## config.mk

```make
export PLATFORM = sky130hd
export DESIGN_NAME = opunit_ctrl
export DESIGN_NICKNAME = d
export VERILOG_FILES = /design/src/rtl/opunit_pkg.sv /design/src/rtl/opunit_seq.sv /design/src/rtl/opunit_rdport.sv /design/src/rtl/opunit_alu.sv /design/src/rtl/opunit_ctrl.sv
export SDC_FILE = /design/constraint.sdc
export NUM_CORES = 1
export LEC_CHECK = 0
export ABC_AREA = 1
export BUFFER_PORTS_ARGS = -buffer_cell sky130_fd_sc_hd__buf_2
export CORE_MARGIN = 2
export CORE_UTILIZATION = 57
export DETAILED_ROUTE_END_ITERATION = 8
export GPL_TIMING_DRIVEN = 0
export HOLD_SLACK_MARGIN = 0.02
export PLACE_DENSITY_LB_ADDON = 0.3
export SLEW_MARGIN = 10
export SYNTH_ARGS = -nofsm -noshare
export SYNTH_HDL_FRONTEND = slang
export SYNTH_SLANG_ARGS = --single-unit
```

## constraint.sdc

```tcl
create_clock -name clk -period 5.5 [get_ports clk]
set_input_delay 0.275 -clock clk [delete_from_list [all_inputs] [get_ports clk]]
set_output_delay 0.275 -clock clk [all_outputs]
set_load 0.05 [all_outputs]
```

## src/rtl/opunit_pkg.sv

```systemverilog
package opunit_pkg;
  typedef enum logic [1:0] {
    ST_IDLE  = 2'd0,
    ST_READ  = 2'd1,
    ST_EXEC  = 2'd2,
    ST_WRITE = 2'd3
  } cu_state_e;

  localparam int OPW = 2;

  typedef enum logic [OPW-1:0] {
    OP_ADD    = 2'd0,
    OP_SUB    = 2'd1,
    OP_PASS_A = 2'd2,
    OP_PASS_B = 2'd3
  } cu_op_e;
endpackage

```

## src/rtl/opunit_seq.sv

```systemverilog
module opunit_seq
  import opunit_pkg::*;
#(
  parameter int NSRC = 2
) (
  input  logic            clk,
  input  logic            rst_n,
  input  logic            issue_i,
  input  logic            cancel_i,
  input  logic            wr_gnt_i,
  input  logic [NSRC-1:0] rd_pend,
  input  logic [NSRC-1:0] rd_left,
  output logic            issue_take,
  output logic            exec_go,
  output logic            wr_take,
  output logic            wr_req,
  output logic            busy
);
  cu_state_e state_q, state_d;
  logic      pend_prev_q;
  logic      last_take;

  // previous-cycle memory of any pending read, used to gate issue
  always_ff @(posedge clk or negedge rst_n) begin
    if (!rst_n) pend_prev_q <= 1'b0;
    else        pend_prev_q <= |rd_pend;
  end

  assign issue_take = issue_i && (state_q == ST_IDLE) && !cancel_i &&
                      (rd_pend == '0) && !pend_prev_q;
  assign last_take  = (state_q == ST_READ) && (rd_left == '0) && !cancel_i;
  assign exec_go    = (state_q == ST_EXEC);
  assign wr_take    = (state_q == ST_WRITE) && wr_gnt_i && !cancel_i;

  always_comb begin
    state_d = state_q;
    if (cancel_i) begin
      state_d = ST_IDLE;
    end else begin
      case (state_q)
        ST_IDLE:  if (issue_take) state_d = ST_READ;
        ST_READ:  if (last_take)  state_d = ST_EXEC;
        ST_EXEC:  state_d = ST_WRITE;
        ST_WRITE: if (wr_take)    state_d = ST_IDLE;
        default:  state_d = ST_IDLE;
      endcase
    end
  end

  always_ff @(posedge clk or negedge rst_n) begin
    if (!rst_n) state_q <= ST_IDLE;
    else        state_q <= state_d;
  end

  assign wr_req = (state_q == ST_WRITE);
  assign busy   = (state_q != ST_IDLE);
endmodule

```

## src/rtl/opunit_rdport.sv

```systemverilog
module opunit_rdport #(
  parameter int NSRC = 2,
  parameter int DW   = 16
) (
  input  logic               clk,
  input  logic               rst_n,
  input  logic               arm,
  input  logic               cancel_i,
  input  logic [NSRC-1:0]    rd_gnt_i,
  input  logic [NSRC*DW-1:0] src_i,
  output logic [NSRC-1:0]    rd_req,
  output logic [NSRC-1:0]    rd_left,
  output logic [NSRC-1:0]    rd_take,
  output logic [NSRC*DW-1:0] opnd
);
  for (genvar gi = 0; gi < NSRC; gi++) begin : g_port
    logic          req_q;
    logic [DW-1:0] val_q;

    // a grant only counts against its own pending request
    assign rd_take[gi] = req_q && rd_gnt_i[gi];

    always_ff @(posedge clk or negedge rst_n) begin
      if (!rst_n)            req_q <= 1'b0;
      else if (cancel_i)     req_q <= 1'b0;
      else if (arm)          req_q <= 1'b1;
      else if (rd_take[gi])  req_q <= 1'b0;
    end

    always_ff @(posedge clk or negedge rst_n) begin
      if (!rst_n)           val_q <= '0;
      else if (rd_take[gi]) val_q <= src_i[gi*DW +: DW];
    end

    assign rd_req[gi]           = req_q;
    assign rd_left[gi]          = req_q && !rd_take[gi];
    assign opnd[gi*DW +: DW]    = val_q;
  end
endmodule

```

## src/rtl/opunit_alu.sv

```systemverilog
module opunit_alu
  import opunit_pkg::*;
#(
  parameter int DW = 16
) (
  input  logic            clk,
  input  logic            rst_n,
  input  logic            op_load,
  input  logic [OPW-1:0]  op_i,
  input  logic            exec_go,
  input  logic [DW-1:0]   opnd_a,
  input  logic [DW-1:0]   opnd_b,
  output logic [DW-1:0]   result
);
  logic [OPW-1:0] op_q;
  logic [DW-1:0]  res_q;

  function automatic logic [DW-1:0] f_eval(input cu_op_e op,
                                           input logic [DW-1:0] a,
                                           input logic [DW-1:0] b);
    case (op)
      OP_ADD:    return a + b;
      OP_SUB:    return a - b;
      OP_PASS_A: return a;
      default:   return b;
    endcase
  endfunction

  always_ff @(posedge clk or negedge rst_n) begin
    if (!rst_n)       op_q <= '0;
    else if (op_load) op_q <= op_i;
  end

  always_ff @(posedge clk or negedge rst_n) begin
    if (!rst_n)       res_q <= '0;
    else if (exec_go) res_q <= f_eval(cu_op_e'(op_q), opnd_a, opnd_b);
  end

  assign result = res_q;
endmodule

```

## src/rtl/opunit_ctrl.sv

```systemverilog
module opunit_ctrl
  import opunit_pkg::*;
#(
  parameter int NSRC = 2,
  parameter int DW   = 16
) (
  input  logic               clk,
  input  logic               rst_n,
  input  logic               issue_i,
  input  logic [OPW-1:0]     op_i,
  input  logic [NSRC*DW-1:0] src_i,
  input  logic [NSRC-1:0]    rd_gnt_i,
  input  logic               wr_gnt_i,
  input  logic               cancel_i,
  output logic               busy_o,
  output logic [NSRC-1:0]    rd_req_o,
  output logic               wr_req_o,
  output logic [DW-1:0]      wr_data_o,
  output logic [DW-1:0]      bus_o
);
  // named internal events, observed by the bound checker
  logic               issue_take;
  logic               exec_go;
  logic               wr_take;
  logic [NSRC-1:0]    rd_left;
  logic [NSRC-1:0]    rd_take;
  logic [NSRC*DW-1:0] opnd;

  opunit_seq #(.NSRC(NSRC)) seq_i (
    .clk        (clk),
    .rst_n      (rst_n),
    .issue_i    (issue_i),
    .cancel_i   (cancel_i),
    .wr_gnt_i   (wr_gnt_i),
    .rd_pend    (rd_req_o),
    .rd_left    (rd_left),
    .issue_take (issue_take),
    .exec_go    (exec_go),
    .wr_take    (wr_take),
    .wr_req     (wr_req_o),
    .busy       (busy_o)
  );

  opunit_rdport #(.NSRC(NSRC), .DW(DW)) rd_i (
    .clk      (clk),
    .rst_n    (rst_n),
    .arm      (issue_take),
    .cancel_i (cancel_i),
    .rd_gnt_i (rd_gnt_i),
    .src_i    (src_i),
    .rd_req   (rd_req_o),
    .rd_left  (rd_left),
    .rd_take  (rd_take),
    .opnd     (opnd)
  );

  opunit_alu #(.DW(DW)) alu_i (
    .clk     (clk),
    .rst_n   (rst_n),
    .op_load (issue_take),
    .op_i    (op_i),
    .exec_go (exec_go),
    .opnd_a  (opnd[DW-1:0]),
    .opnd_b  (opnd[2*DW-1:DW]),
    .result  (wr_data_o)
  );

  assign bus_o = wr_take ? wr_data_o : '0;
endmodule

```

Word-level counts from Yosys, hierarchy flattened
Index checks and enable logic that the tools add are counted.

Add/subtract/negate cells: 2. Equality and inequality tests: 8. Multiplexer cells: 13. Reductions and logical operators: 25.

Operator list (number): 16-bit one-hot mux with 3 select lines (1); 16-bit adder (1); 16-bit two-way mux (1); 16-bit subtractor (1); 1-bit logical AND (12); 3-bit by 2-bit != test with 1-bit output, second input constant (3); 2-bit zero test (4); 2-bit two-way mux (4); 2-bit one-hot mux with 4 select lines (1); 2-bit == test, second input constant (3); 1-bit two-way mux (6); 3-bit nonzero test (2); 2-bit by 1-bit == test with 1-bit output, second input constant (2); 1-bit zero test (4); 3-bit AND reduction (1); 2-bit nonzero test (1); 2-bit OR reduction (1).

Input port bits: 41. Logic and storage cells: 56. Output and inout bits: 36. Register bits after elaboration: 55.

Longest topological paths before layout
Gate-level depths: netlist (run 1).

Word-level depth: 9. Gate-level depth with buffers: 19. Mapped depth without buffers: 19.

Cells and area by module
A second synthesis (run 1) with hierarchy kept.

Cells, all modules: 534. Area, all modules: 3844.9 µm².

By module, submodules not included: opunit_alu (area an instance 2074.5 µm², instances 1, cells an instance 315); opunit_rdport (area an instance 1361.3 µm², instances 1, cells an instance 149); opunit_seq (area an instance 245.2 µm², instances 1, cells an instance 36); opunit_ctrl (area an instance 163.9 µm², instances 1, cells an instance 34).

Worst setup path after synthesis (run 1)
OpenSTA, ideal clock, no wires.

Path type: flip-flop to flip-flop. Start: reg rd_i.g_port[1].val_q[0]. End: reg alu_i.res_q[7], in the netlist alu_i.result[7]. Stages on the path, launching flop included: 15. Library setup time: 0.139 ns. Path buffers: 0. Data arrival time: 2.265 ns. Path slack: 3.097 ns. Period minus slack after synthesis: 2.403 ns. Data required time: 5.361 ns. Cells stage by stage: dfrtp_1 inv_1 ha_1 nand3_1 o31ai_1 xor2_1 inv_1 ha_1 nand2_1 inv_1 a21oi_2 nand2_2 or2_2 nand3_1 a22oi_1.

Longest elaborated chain between the ends: 2. Elaborated cells on any way between the ends: 3.

Ends and longest elaborated chain: start: declaration (line opunit_rdport.sv:18) `logic [DW-1:0] val_q;`; start signal: assignment (line opunit_rdport.sv:32) `else if (rd_take[gi]) val_q <= src_i[gi*DW +: DW];`; 16-bit subtractor / 16-bit adder (equally long branches) (line opunit_alu.sv:23, opunit_alu.sv:22); 16-bit one-hot mux with 3 select lines * (line opunit_alu.sv:21) `case (op)`; end signal: assignment (line opunit_alu.sv:36) `else if (exec_go) res_q <= f_eval(cu_op_e'(op_q), opnd_a, opnd_b);`; end: declaration (line opunit_alu.sv:16) `logic [DW-1:0] res_q;`.

Mark *: on every way between the ends. The rest lies on a longest branch, timed or not. A chain may end at the register's enable or synchronous reset.

Worst setup path after layout (run 1)
Start: reg rd_i.g_port[1].val_q[1]. End: reg alu_i.res_q[15], in the netlist alu_i.result[15].

Same word-level chain as after synthesis.

==> summary.md, run 1 <==
| Metric | Value |
|---|---|
| Final Critical Period | 2860 ps |
| Max Root-Sink Buffers | 2 |
| Hold_buf cts | 0 |
| Setup TNS | 0 ps |
| Residual DRC count | 0 |
| Die width | 84.5 um |
| Asr flop ratio synth | 100% |
| Synth warn | 0 |
| Sequential share of the synthesized area | between 30% and 40% |
| IO Pins | 77 |
| # diodes | 0 |
| Layout cells sized above 1 | a little under a quarter |
| Post-synth top flop | dfrtp_1 |
| Mean area per synthesized cell | 7.87 sq um |
| Rel. slew slack | between 50 and 60% |
| Num CTS Buffers | 5 |
| Final wirelength | just over 9 mm |
| Yosys top cell area share | 37.3% |
| Clock Sinks | 55 |
| Synth area leader | dfrtp_1 |
| Die height | 84.5 um |
| CP arrival | 3070 ps |
| Syn nets | ~530 |
| Gr usage total | 27.2% |
| Layout area overhead | 15.7% |
| Hold WC Path Type | primary input to asynchronous set/reset pin |
| Initial antenna violation count | 0 |
| Critical path buffer and inverter count | 2 |
| NumNets Final | 614 |
| Fillcell total | 560 |
| DR vias | 3476 |
| DR iter-0 viols | between 200 and 250 |
| Die footprint | between 7000 and 8000 sq um |
| Critical path endpoint category | register |
| Critical-path cell list | inv_1 -> ha_1 -> nand3_1 -> nor3_2 -> nand3_1 -> nand2_1 -> xor2_1 -> inv_1 -> ha_1 -> a21oi_1 -> nand2_1 -> nand2_1 -> nand2_1 -> a21oi_1 -> nand3_1 -> nand3_2 -> a21oi_2 |
| Multi-input gate area | between 1500 and 2000 sq um |
| Distinct cells, synth | 36 |
| Port Buf Inserts | 76 |
| Initial core utilization | 58.5% |
| Final hold violations | 19 |
| Global placer's final weighted congestion | 0.916 |
| TritonCTS clock tree | yes |
| Dpl hpwl | 7.25 mm |
| Setup Buffers After CTS | 0 |
| Post-Syn Area | 3690 sq um |
| Post-synth EDFFs | 0 |
| # H-tree levels | 2 |
| Final setup vio count | 0 |
| Syn Inst Count | 469 |
| Max-slew violations | 0 |
| ANT nets after route | 0 |
| Maxcap violations | 0 |
| RSZ-0062 raised after global routing | no |
| Clock Skews | 12.5 ps |
| Failing checks | negative hold slack |
| Slowest stage delay, CP | 430 ps |
| Post-cts gate resize count | 0 |
| Tcrit/Tclk final | approximately 52% |
| Top cell by count, worst path | nand2_1 |
| First-pass GRT wire length | about 16 mm |
| Register clock-pin slew on the reported worst setup and hold paths | 110 ps |
| Clock root cell | clkbuf_8 |
| Latest clock arrival within the worst-skew pair | 320 ps |
| Register area | ~1400 sq um |
| Hold_ws | -27.5 ps |
| Largest net degree at the start of global routing | 56 |
| Synth Register Bits | 55 |
| Worst-Margin Slew | 706 ps |
| FP Rows | 29 |
| Core Region | between 6000 and 7000 sq um |
| Top delay family on crit path | simple AND/OR/NAND/NOR gates |
| Status | finished, violations left |
| Grt ovf | 0 |
| Type of the worst setup path | register to register |
| Drt first pass iters | 4 |
| Max FO, Critical Path | 5 |
| CP required | 5710 ps |
| Slowest-stage cell, CP | dfrtp_1 |
| CP Launch Type | register |
| Main area contributors after synthesis | dfrtp_1, nand2_1, inv_1 |
| Routed length per instance | 14.8 um |
| Vias in the first global route | 3280 |
| Achievable frequency | 0.350 GHz |
| Post-DR vias/cell | between 5 and 6 |
==> cell usage in the layout, fill, tap and decap left out, types with 2 or more instances in the layout <==
| cell | synthesis | routed |
|---|---|---|
| buf_4 | 4 | 5 |
| a221oi_1 | 15 | 15 |
| o31ai_1 | 2 | 2 |
| nand2_2 | 2 | 2 |
| a22oi_1 | 7 | 7 |
| buf_2 | 4 | 79 |
| o21ai_1 | 4 | 4 |
| clkbuf_1 | 4 | 4 |
| mux2_2 | 17 | 17 |
| a21oi_1 | 40 | 40 |
| a21oi_2 | 4 | 4 |
| or2_2 | 4 | 4 |
| nand3b_1 | 5 | 5 |
| ha_1 | 20 | 20 |
| inv_1 | 72 | 72 |
| clkbuf_8 | 2 | 8 |
| nor3_1 | 3 | 3 |
| nand3_1 | 30 | 30 |
| dfrtp_1 | 55 | 55 |
| nor2_4 | 2 | 2 |
| o21ai_0 | 7 | 7 |
| xor2_1 | 13 | 13 |
| nand3_2 | 3 | 3 |
| nor2_1 | 59 | 59 |
| nand2_1 | 80 | 80 |
==> routing by layer <==
metal	global-route usage, %	routed length, um
met1	37.7	4060
met2	44.5	4410
met3	4.33	652
met4	7.50	172
met5	0	0
==> state kept, by name (all words and copies together), names as in the netlist <==
register and cells:
rd_i.g_port.val_q 32, alu_i.result 16, alu_i.op_q 2, rd_i.g_port.req_q 2
seq_i.state_q 2, seq_i.pend_prev_q 1
==> metrics by stage <==
| step | util, % | hold slack, ps | instances | setup WS [ps] | instance area [sq um] |
|---|---|---|---|---|---|
| after floorplan | - | -20.6 | 469 | 3100 | 3690 |
| after global placement | 66.0 | 474 | 622 | 2810 | 4170 |
| after detailed placement | 66.0 | 495 | 622 | 2740 | 4170 |
| after CTS | 67.6 | 150 | 630 | 2690 | 4270 |
| after global routing | 67.6 | 52.1 | 630 | 2330 | 4270 |
| final | 67.6 | -27.5 | 630 | 2640 | 4270 |
==> cell usage after synthesis, types with 3 or more instances <==
| library cell | n |
|---|---|
| nand2_1 | 80 |
| inv_1 | 72 |
| nor2_1 | 59 |
| dfrtp_1 | 55 |
| a21oi_1 | 40 |
| nand3_1 | 30 |
| ha_1 | 20 |
| mux2_2 | 17 |
| a221oi_1 | 15 |
| xor2_1 | 13 |
| a22oi_1 | 7 |
| o21ai_0 | 7 |
| nand3b_1 | 5 |
| a21oi_2 | 4 |
| buf_2 | 4 |
| buf_4 | 4 |
| clkbuf_1 | 4 |
| o21ai_1 | 4 |
| or2_2 | 4 |
| nand3_2 | 3 |
| nor3_1 | 3 |
==> cells by family (layout without fill, tap and decap cells) <==
logic type / count (synthesis) / after routing / synth area share, %
buffers and inverters: 87 / 171 / 9.93
DFF: 55 / 55 / 37.3
muxes: 17 / 17 / 5.18
xor gates and xnor gates: 14 / 14 / 3.32
and+or+nand+nor: 191 / 191 / 22.7
adders and majority gates: 21 / 21 / 7.32
AOI/OAI and AO/OA: 84 / 84 / 14.3
==> worst paths after layout <==
| path | from | end | slack (ps) | depth (start not counted) |
|---|---|---|---|---|
| min reg2reg | rd_i.g_port[0].req_q$_DFFE_PN0P_ | seq_i.pend_prev_q$_DFF_PN0_ | 550 | 2 |
| max reg2reg | rd_i.g_port[1].val_q[1]$_DFFE_PN0P_ | alu_i.result[15]$_DFFE_PN0N_ | 2640 | 17 |
| max in group asynchronous | rst_n | rd_i.g_port[0].val_q[4]$_DFFE_PN0P_ | 5030 | 1 |
| min in group clk | cancel_i | rd_i.g_port[0].req_q$_DFFE_PN0P_ | 140 | 2 |
| max | rd_i.g_port[1].val_q[1]$_DFFE_PN0P_ | alu_i.result[15]$_DFFE_PN0N_ | 2640 | 17 |
| min | rst_n | seq_i.state_q[0]$_DFFE_PN0P_ | -30 | 1 |
==> layout make-up <==
type                    instances  share of cell area [%]
multi-input cells             327                    45.6
flip-flops and latches         55                    32.2
repair buffers                 76                    8.97
inverters                      73                    6.42
well taps                      77                    2.26
plain buffers                  14                    2.17
clock buffers                   6                    1.93
clock inverters                 2                   0.381
Power of run 1 is not shown: default switching activity piles up to over one toggle a cycle in this logic, so the estimate is an artifact.
==> inputs of run 2 (changes only) <==
ABC_AREA = 0   (was 1)
CORE_UTILIZATION = 50   (was 57)
clock period = 2.4 ns   (was 5.5 ns; I/O delays follow)
==> run 2 against run 1 <==
Effect of this change: the run ends with negative setup slack left; worst hold slack better by 52 ps; register-to-register slack got worse by 3000 ps; count of clock-buffer cells in the layout unchanged.
==> summary.md, run 2 <==
| Metric | Value |
|---|---|
| Status | finished, violations left |
| Failing checks | negative setup slack |
| Dpl cell area | 4170 sq um (about the same) |
| Hold Path End | rd_i.g_port[1].val_q[0]$_DFFE_PN0P_ |
| Setup TNS | -2990 ps (-2990 ps) |
| Count leader, synth | dfrtp_1 |
| Synth Register Bits | 55 (unchanged) |
| Mean area per synthesized cell | 10.0 sq um (+28%) |
| Yosys top cell area share | 38.4% (+1.1 points) |
| TritonCTS clock tree | yes |
| Hold WC Path Type | primary input to register |
| DR vias | 3136 (-9.8%) |
| Clock Sinks | 55 (unchanged) |
| ANT nets after route | 0 (unchanged) |
| Grt ovf | 0 (unchanged) |
| RSZ-0062 raised after global routing | yes |
| Post-synth top cells | dfrtp_1, mux2_2, nand2_1, nor2_1, ha_1 |
| Tcrit/Tclk final | 116% (+64 points) |
| Synth warn | 0 (unchanged) |
| Critical-path cell list | buf_8 -> nor2b_4 -> nor2_2 -> xnor2_1 -> ha_1 -> o211ai_1 -> a21oi_2 -> o41a_1 -> a31oi_1 -> xor2_1 -> o221ai_1 |
| Dpl hpwl | 6.19 mm (-15%) |
| Number of flip-flops in the largest register | 32 (unchanged) |
| Hold depth | 2 |
| Most common cell after layout, fill and taps aside | buf_2 |
| Die footprint | 7860 sq um (+10%) |
| Clock Skews | 10.4 ps (-2.10 ps) |
| Largest net degree at the start of global routing | 56 (unchanged) |
| Residual DRC count | 0 (unchanged) |
| Max Root-Sink Buffers | 2 (unchanged) |
| Sequential share of the synthesized area | 38.4% (+1.1 points) |
| CP Launch Type | register |
| Rel. slew slack | 55.5% (+2.6 points) |
| DR iter-0 viols | 204 (-8.5%) |
| First-pass GRT wire length | 15.1 mm (-3.4%) |
| Most frequent cells in the layout | buf_2, dfrtp_1, mux2_2 |
| Latest clock arrival within the worst-skew pair | 320 ps (about the same) |
| CP required | 2570 ps (-3140 ps) |
| Routed length per instance | 16.7 um (+13%) |
| Slowest-stage cell, CP | o41a_1 |
| NumNets Final | 530 (-14%) |
| Maxcap violations | 0 (unchanged) |
| Asr flop ratio synth | 100% (unchanged) |
| Syn nets | 419 (-21%) |
| # diodes | 0 (unchanged) |
| Initial core utilization | 52.2% (-6.3 points) |
| Final setup vio count | 11 (+11) |
| Final instance area | 4780 sq um (+12%) |
| Final Critical Period | 2790 ps (-72.4 ps) |
| Gr usage total | 24.7% (-2.4 points) |
| Drt first pass iters | 4 (unchanged) |
| Initial antenna violation count | 0 (unchanged) |
| Synth area leader | dfrtp_1 |
| CP arrival | 2960 ps (-110 ps) |
| Die width | 88.7 um (+5.0%) |
| Final wirelength | 9.44 mm (+1.6%) |
| Vias in the first global route | 3052 (-7.0%) |
| Main area contributors after synthesis | dfrtp_1, mux2_2, ha_1 |
| Die height | 88.7 um (+5.0%) |
| Critical path endpoint category | register |
| Post-DR vias/cell | 5.55 (+0.60%) |
| # H-tree levels | 2 (unchanged) |
| Worst R2R Path Depth | 11 (-6) |
| Post-synth top flop | dfrtp_1 |
| Syn Inst Count | 357 (-24%) |
| Final hold violations | 0 (-19) |
| Achievable frequency | 0.359 GHz (+2.6%) |
| Clock root cell | clkbuf_8 |
| IO Pins | 77 (unchanged) |
| Global placer's final weighted congestion | 0.925 (+1.0%) |
| Final WS setup | -387 ps (-3030 ps) |
| Top reg by flops | rd_i.g_port.val_q |
| Num CTS Buffers | 5 (unchanged) |
| Max-slew violations | 0 (unchanged) |
| Slowest stage delay, CP | 490 ps (+60 ps) |
| Register clock-pin slew on the reported worst setup and hold paths | 100 ps (about the same) |
| Type of the worst setup path | register to register |
| FP Rows | 30 (+3.4%) |
| Register-to-register setup slack | -390 ps (-3030 ps) |
| Layout cells sized above 1 | 46.5% (+23 points) |
| Min-Delay Startpoint | src_i[16] |
| Port Buf Inserts | 75 (-1.3%) |
| Layout area overhead | 33.3% |
| Post-Syn Area | 3580 sq um (-2.9%) |
| Core Region | 6870 sq um (+8.8%) |
| Reg-to-reg endpoint | alu_i.result[9]$_DFFE_PN0N_ |
| Distinct cells, synth | 45 (+25%) |
| Post-synth EDFFs | 0 (unchanged) |
| Max FO, Critical Path | 5 (unchanged) |
| Worst r2r src | alu_i.op_q[1]$_DFFE_PN0P_ |
| Worst-Margin Slew | 667 ps (-38.5 ps) |
==> run 2: changes by cell type in the layout (fill, tap and decap cells not counted), sizes merged, moves of 15 or more <==
cell    change
buf        +27
mux2i      +19
nor2       -40
nand2      -59
mux2       +21
nand3      -29
a221oi     -15
a21oi      -25
inv        -59
==> run 2: layout make-up <==
class	instances	area (sq um)
sequential	55	1380
tap	96	120
buffer	14	93.8
inverter	14	52.6
multi-input combinational	271	2410
clock buffer	6	72.6
clock inverter	2	12.5
timing repair buffer	107	632
fill	507	2090
==> run 2: cells by family (layout without fill, tap and decap cells) <==
family                     count (synthesis)  in the layout  synth area share, %
AOI/OAI and AO/OA                         73             73                 13.4
xor gates and xnor gates                  25             25                 6.11
adders and majority gates                 21             21                 7.54
buffers and inverters                     31            143                 3.52
DFF                                       55             55                 38.4
muxes                                     57             57                 17.2
and+or+nand+nor                           95             95                 13.8
==> run 2: critical path: cells and delay by family, from the launching register on <==
family / cells / cell delay [ps]
AOI/OAI and AO/OA: 5 / 1140
DFF: 1 / 440
adders and majority gates: 1 / 350
xor gates and xnor gates: 2 / 310
and+or+nand+nor: 2 / 270
buffers and inverters: 1 / 140
==> run 2: per-stage QoR <==
| stage | hold WS [ps] | util, % | cells | setup slack [ps] |
|---|---|---|---|---|
| global placement | 351 | 60.7 | 528 | -416 |
| CTS | 27.5 | 68.2 | 563 | -265 |
| detailed placement | 356 | 60.7 | 528 | -405 |
| floorplan | -176 | - | 357 | -142 |
| finish | 24.7 | 69.6 | 565 | -387 |
| global route | 21.9 | 69.6 | 565 | -531 |
==> run 2: worst max-delay path by stage <==
stage / slack, ps / from / endpoint / depth (start not counted)
3_5_place_dp: -410 / rd_i.g_port[1].val_q[5]$_DFFE_PN0P_ / alu_i.result[15]$_DFFE_PN0N_ / 11
4_1_cts: -270 / alu_i.op_q[1]$_DFFE_PN0P_ / alu_i.result[9]$_DFFE_PN0N_ / 11
2_1_floorplan: -140 / alu_i.op_q[1]$_DFFE_PN0P_ / alu_i.result[8]$_DFFE_PN0N_ / 11
5_1_grt: -530 / rd_i.g_port[1].val_q[2]$_DFFE_PN0P_ / alu_i.result[15]$_DFFE_PN0N_ / 12
6_report: -390 / alu_i.op_q[1]$_DFFE_PN0P_ / alu_i.result[9]$_DFFE_PN0N_ / 11
3_3_place_gp: -420 / rd_i.g_port[1].val_q[2]$_DFFE_PN0P_ / alu_i.result[14]$_DFFE_PN0N_ / 12
==> run 2: layer usage <==
layer  vias up  wire, um  track usage [%]
li1       1501         -                -
met1      1491      4200             33.9
met2       121      4480             40.2
met3        23       554             3.64
met4         0       209             8.40
met5         -         0                0
==> run 2: timing repair <==
action,in CTS,in global routing
cloned,0,0
hold buffers,0,1
gates resized for setup,46,20
setup buffers,30,6
pin swaps,35,23
endpoints found under the setup margin,10,22
hold endpoints to repair,0,55
Power of run 2 is left out for the same reason.
